[config.mk]
export PLATFORM = sky130hd
export DESIGN_NAME = dual_expiry_wdog
export DESIGN_NICKNAME = d
export VERILOG_FILES = /design/src/rtl/dual_expiry_wdog.sv
export SDC_FILE = /design/constraint.sdc
export NUM_CORES = 1
export LEC_CHECK = 0
export CORE_AREA = 8 8 100 102
export DETAILED_ROUTE_END_ITERATION = 16
export DIE_AREA = 0 0 108 110
export GPL_ROUTABILITY_DRIVEN = 0
export MAX_ROUTING_LAYER = met4
export PLACE_DENSITY = 0.73
export REMOVE_ABC_BUFFERS = 1
export SLEW_MARGIN = 5
export SYNTH_ARGS = -nofsm -noshare
export SYNTH_HDL_FRONTEND = slang
export SYNTH_SLANG_ARGS = --single-unit
[constraint.sdc]
create_clock -name clk -period 2 [get_ports clk]
set_clock_uncertainty 0.05 [all_clocks]
set_input_delay 0.3 -clock clk [delete_from_list [all_inputs] [get_ports clk]]
set_output_delay 0.3 -clock clk [all_outputs]
set_load 0.01 [all_outputs]
[src/rtl/dual_expiry_wdog.sv]
module dual_expiry_wdog #(
  parameter int TB_W         = 32,
  parameter int INTERVAL_EXP = 30,
  parameter bit ENABLE_ONCE  = 1'b1,
  parameter int ADDR_W       = 4,
  parameter int DATA_W       = 32
) (
  input  logic                clk,
  input  logic                rst_n,
  input  logic                por_n,
  input  logic                freeze,
  input  logic [ADDR_W-1:0]   awaddr,
  input  logic                awvalid,
  output logic                awready,
  input  logic [DATA_W-1:0]   wdata,
  input  logic [DATA_W/8-1:0] wstrb,
  input  logic                wvalid,
  output logic                wready,
  output logic [1:0]          bresp,
  output logic                bvalid,
  input  logic                bready,
  input  logic [ADDR_W-1:0]   araddr,
  input  logic                arvalid,
  output logic                arready,
  output logic [DATA_W-1:0]   rdata,
  output logic [1:0]          rresp,
  output logic                rvalid,
  input  logic                rready,
  output logic                tb_irq,
  output logic                wd_irq,
  output logic                wd_reset
);

  localparam logic [TB_W-1:0] TB_TOP = '1;
  localparam logic [1:0] SEL_CSR0 = 2'd0;
  localparam logic [1:0] SEL_CSR1 = 2'd1;
  localparam logic [1:0] SEL_TB   = 2'd2;

  logic [TB_W-1:0]   tb;
  logic              en_a, en_b, wds, wrs, wrst, tb_wrap;
  logic              bvalid_q, rvalid_q;
  logic [DATA_W-1:0] rdata_q;

  wire wr_go   = awvalid && wvalid && !bvalid_q;
  wire wr_lane = wr_go && wstrb[0];
  wire wr_csr0 = wr_lane && (awaddr[3:2] == SEL_CSR0);
  wire wr_csr1 = wr_lane && (awaddr[3:2] == SEL_CSR1);
  wire wd_en   = en_a | en_b;
  wire lock    = ENABLE_ONCE && wd_en;

  wire en_a_nx = (wr_csr0 ? wdata[1] : en_a) | (lock & en_a);
  wire en_b_nx = (wr_csr1 ? wdata[0] : en_b) | (lock & en_b);
  wire en_rise = (en_a_nx | en_b_nx) && !wd_en;
  wire expire  = wd_en && !freeze && (&tb[INTERVAL_EXP-1:0]);

  always_ff @(posedge clk) begin
    if (!rst_n) begin
      tb      <= '0;
      tb_wrap <= 1'b0;
      en_a    <= 1'b0;
      en_b    <= 1'b0;
      wds     <= 1'b0;
      wrst    <= 1'b0;
    end else begin
      tb_wrap <= !freeze && !en_rise && (tb == TB_TOP);
      if (en_rise)      tb <= '0;
      else if (!freeze) tb <= tb + 1'b1;
      en_a <= en_a_nx;
      en_b <= en_b_nx;
      if (expire)                    wds <= 1'b1;
      else if (wr_csr0 && wdata[2])  wds <= 1'b0;
      if (expire && wds) wrst <= 1'b1;
    end
  end

  always_ff @(posedge clk) begin
    if (!por_n)                        wrs <= 1'b0;
    else if (rst_n) begin
      if (expire && wds)               wrs <= 1'b1;
      else if (wr_csr0 && wdata[3])    wrs <= 1'b0;
    end
  end

  logic [DATA_W-1:0] tb_word, csr0_word, rd_mux;
  assign tb_word   = DATA_W'(tb);
  assign csr0_word = {tb_word[DATA_W-1:4], wrs, wds, en_a, en_b};
  always_comb begin
    case (araddr[3:2])
      SEL_CSR0: rd_mux = csr0_word;
      SEL_TB:   rd_mux = tb_word;
      default:  rd_mux = '0;
    endcase
  end

  always_ff @(posedge clk) begin
    if (!rst_n) begin
      bvalid_q <= 1'b0;
      rvalid_q <= 1'b0;
      rdata_q  <= '0;
    end else begin
      if (wr_go)       bvalid_q <= 1'b1;
      else if (bready) bvalid_q <= 1'b0;
      if (arvalid && !rvalid_q) begin
        rvalid_q <= 1'b1;
        rdata_q  <= rd_mux;
      end else if (rready) rvalid_q <= 1'b0;
    end
  end

  assign awready  = wr_go;
  assign wready   = wr_go;
  assign bvalid   = bvalid_q;
  assign bresp    = 2'b00;
  assign arready  = !rvalid_q;
  assign rvalid   = rvalid_q;
  assign rdata    = rdata_q;
  assign rresp    = 2'b00;
  assign tb_irq   = tb_wrap;
  assign wd_irq   = wds;
  assign wd_reset = wrst;

  wire unused_bits = ^{wdata, wstrb, awaddr, araddr};


  wrap_lands_zero_chk: assert property (@(posedge clk) disable iff (!rst_n)
    tb_irq |-> (tb == '0));

  reset_sticky_chk: assert property (@(posedge clk) disable iff (!rst_n)
    wd_reset |=> wd_reset);

  reset_needs_flag_chk: assert property (@(posedge clk) disable iff (!rst_n)
    $rose(wd_reset) |-> $past(wds));

  flag_needs_enable_chk: assert property (@(posedge clk) disable iff (!rst_n)
    $rose(wds) |-> $past(wd_en));

  freeze_hold_chk: assert property (@(posedge clk) disable iff (!rst_n)
    (freeze && !en_rise) |=> $stable(tb));

  resp_hold_chk: assert property (@(posedge clk) disable iff (!rst_n)
    (bvalid && !bready) |=> bvalid);

  generate
    if (ENABLE_ONCE) begin : g_once

      lock_on_chk: assert property (@(posedge clk) disable iff (!rst_n)
        wd_en |=> wd_en);
    end
  endgenerate

endmodule

# Yosys cells after proc, flatten, opt, wreduce, memory -nomap -nowiden
# Index checks and enable logic that the tools add are counted.
[op_classes]
reduce_logical = 28
eq_ne = 3
n_mux = 11
bitwise = 7
add_sub_neg = 1
[ops]
columns = ["operator", "count"]
rows = [
  ["$pmux 32 s2", 1],
  ["$add 32x1->32 const B", 1],
  ["$eq 32x32->1 const B", 1],
  ["$reduce_and 30->1", 1],
  ["$logic_and 1x1->1", 14],
  ["$mux 1", 10],
  ["$reduce_bool 2->1", 4],
  ["$logic_not 1->1", 5],
  ["$logic_not 2->1", 2],
  ["$or 1x1->1", 4],
  ["$and 1x1->1", 2],
  ["$eq 2x1->1 const B", 1],
  ["$eq 2x2->1 const B", 1],
  ["$reduce_and 2->1", 1],
  ["$reduce_or 2->1", 1],
  ["$not 1->1", 1],
]
[totals]
output_inout_bits = 44
reg_bits = 72

# Depth between registers and ports, before layout
[depth]
ltp_word = 11
mapped_depth = 6
mapped_depth_nobuf = 5

# Worst setup path before layout
# Ideal clock, no wire load.
[synth_path]
path_type = "register to register"
from = "reg tb[0]"
to = "reg tb[28]"
path_stages_with_launch = 7
path_slack_ps = 6
required_time_ps = 1880
synth_period_minus_slack_ps = 1994
path_buffers = 1
arrival_ps = 1874
setup_time_ps = 70
path_cell_list = "dfxtp_1 > ha_1 > nand4b_4 > or4_1 > buf_2 > or4_1 > a21oi_1"
[synth_via]
elab_chain_cells = 1
[synth_lines]
columns = ["element", "line", "text"]
rows = [
  ["start: declaration", "39", "logic [TB_W-1:0] tb;"],
  ["start signal: assignment", "67", "else if (!freeze) tb <= tb + 1'b1;"],
  ["$add 32x1->32", "67", ""],
]
# Every way passes these cells.
# A chain may end at the register's enable or synchronous reset.

# Worst setup path after layout
[layout_path]
from = "in awvalid"
to = "out wready"
[layout_via]
elab_chain_cells = 2
[layout_lines]
columns = ["element", "line", "text"]
rows = [
  ["start: declaration", "13", "input logic awvalid,"],
  ["$logic_and 1x1->1 (2 in a row)", "44", "wire wr_go = awvalid && wvalid && !bvalid_q;"],
  ["end: declaration", "18", "output logic wready,"],
]
# Every way passes these cells.

==> impl_metrics.toml <==
[yosys]
synthSimpleGateAreaFrac_pct = 31.1
synth_area_leaders = "dfxtp_1 (44%), a21oi_1 (6.7%), nor2b_1 (6.5%)"
synth_top_area_share_pct = 43.9
synth_flop_cell = "dfxtp_1"
synth_edf_count = 0
ys_async_sr_fraction_pct = 0
synth.most_common_cell = "dfxtp_1"
synth_compound_area_share_pct = 14.7
synth_mux_area_share_pct = 2.59
yosys_register_bits = 72
yosysWarningCount = 0
synth-adder-area-share_pct = 0.381
yosysTopAreaCell = "dfxtp_1"
synth_xor_area_share_pct = 2.94
syn_area_sq_um = 3280
synth_top_family_by_area = "simple AND/OR/NAND/NOR gates"
ys_seq_area_share_pct = 43.9
synth_commonest_cells = "dfxtp_1 (72), a21oi_1 (44), nor2b_1 (34)"
synthesis.instances = 364
synthDistinctLibCells = 48
avgSynthCellArea_sq_um = 9.02

[critical_path]
worstReg2RegEnd = "tb[28]"
crit_path_start_kind = "input port"
crit_path_end = "wready"
crit_type = "input port to primary output"
startpoint = "awvalid"
crit_slowest_cell = "clkdlybuf4s50_1"
crit_chain = "clkdlybuf4s50_1 -> and3b_1 -> clkdlybuf4s50_1"
r2r_cells = 5
cpMostUsedCell = "clkdlybuf4s50_1"
reg2reg_setup_slack_ps = 130
path_max_fanout = 3
max_stage_delay_ps = 560
crit_arrival_ps = 1580
r2r-start = "tb[0]"
end_kind = "primary output"
crit_required_ps = 1650

[job]
maxCapViolCount = 0

[timing]
fmaxAchievable_ghz = 0.517
grt_setup_unrepaired = "no"
min_period_ps = 1930
final_hold_viol_count = 0
layout_worst_path_cycle_share_pct = 96.7
setup_violations = 0
setup_ws_ps = 66.2
whs_ps = 433
drv_slew = 0

[global_route]
grt_antenna_before_repair = 0
use_met3_pct = 3.20
grtUsageTotal_pct = 14.3
grt_max_degree = 39
overflow = 0
grt.met1_usage_pct = 15.9
grt_pass1_vias = 2859
grt.busiest_layer = "met2"
grt_pass1_wl_mm = 13.3
grtUsageMet2_pct = 23.7

[cts]
worstSkewPairLatency_ps = 360
clk_pin_slew_ps = 80
cts_buffer_depth = 2
cts_tree = "built"
h-tree-depth = 3
numCtsBuffers = 9
root_buffer = "clkbuf_8"
cts_sinks = 72
hold_buffers = 0

[floorplan]
start_util_pct = 38.8
core_sq_um = 8470
io_pins = 97
die_area_sq_um = 11900
row_count = 34
die_x_um = 108
die_h_um = 110

[routing]
wirelength_mm = 8.08
drt_iter0_drc = 152
drc = 0
ant_nets = 0
vias = 2890
wl_per_cell_um = 14.7
firstDrtPassIters = 4
viasPerCell = 5.26

[finish]
final_area_sq_um = 4420
multi_input_area_sq_um = 1750
antenna_cells = 0
finalNetCount = 490
seq_area_sq_um = 1440
syn2layout_area_growth_pct = 34.7
drive_gt1_share_pct = 14.3
fillers = 785

[place]
pre_cts_ws_ps = -321
port_buffers = 57
dpl_cell_area_sq_um = 4120
dp_hpwl_mm = 5.88

[power]
p_per_area_nw_per_um2 = 719
irDropWorstVdd_mv = 0.578
total_power_w = 0.00318
leakage_nw = 1.50

[run_status]
status = "finished, final reports clean"

[min_path]
hold_class = "flop to flop"
==> cell families (layout without fill, tap and decap cells) <==
family | count (synthesis) | after routing
buffers and inverters | 31 | 105
other | 1 | 4
adder cells (fa/ha/maj) | 1 | 1
multiplexers | 8 | 8
AO/OA/AOI/OAI | 78 | 78
AND/OR/NAND/NOR | 162 | 162
XOR/XNOR | 11 | 11
flip-flops | 72 | 72
==> layer usage <==
layer | vias up | part of all wire (%)
li1 | 1462 | -
met1 | 1369 | 45
met2 | 49 | 49
met3 | 10 | 3.9
met4 | 0 | 1.9
met5 | - | 0
==> per-stage QoR <==
| stage | util (%) | std cells | setup TNS, ps |
|---|---|---|---|
| floorplan | - | 338 | -8300 |
| global placement | 48.6 | 531 | -3040 |
| detailed placement | 48.6 | 531 | -4000 |
| CTS | 51.9 | 547 | 0 |
| global route | 52.2 | 549 | 0 |
| finish | 52.2 | 549 | 0 |
==> what timing repair did <==
item,in CTS,in global routing
pin swaps,0,2
resized for setup,2,3
setup buffers,0,2
endpoints found under the setup margin,4,10
==> cell usage in the layout (no fill, tap or decap), types with 3 or more instances in the layout <==
cell,n
or3_1,5
clkbuf_8,9
o31ai_1,10
bufinv_16,4
o21a_1,5
nor2b_1,34
o21ai_0,6
xnor2_1,5
and3_1,4
xor2_1,6
mux2_2,4
nand2_1,16
nor2_1,13
mux2i_1,4
nor4_1,3
nand4_1,10
and4_1,5
conb_1,4
a22oi_1,4
dfxtp_1,72
nand3_1,11
nor3b_1,27
a21oi_1,44
or4_1,10
clkdlybuf4s50_1,57
buf_4,27
nor3_1,6
==> where the power goes <==
| part | internal [W] | total [W] | switching [W] |
|---|---|---|---|
| Clock | 0.000956 | 0.00153 | 0.000578 |
| Sequential | 0.00144 | 0.00145 | 0.00000609 |
| Combinational | 0.0000974 | 0.000201 | 0.000104 |
==> flip-flops by register name, summed over array words and instances (netlist names) <==
name	flops
wd_reset	1
rvalid	1
wd_irq	1
rdata	32
bvalid	1
tb_irq	1
en_a	1
wrs	1
tb	32
en_b	1
==> critical path, delay by kind of cell <==
family	cells	cell delay [ps]
buf+inv	2	1050
simple gates	1	230
==> worst min-delay path by stage <==
stage,end,from,cells past startpoint
after floorplan,en_a,rst_n,1
after global placement,tb[31],tb[31],2
after detailed placement,tb[31],tb[31],2
after CTS,tb[31],tb[31],2
after global routing,tb[31],tb[31],2
final,tb[31],tb[31],2
==> cell type report <==
class	instances	share of cell area (%)
multi-input cells	264	39.5
flip-flops and latches	72	32.6
repair buffers	87	18.6
clock inverters	7	3.25
well taps	108	3.06
clock buffers	9	2.80
inverters	2	0.170
(Power assumes the default switching activity.)
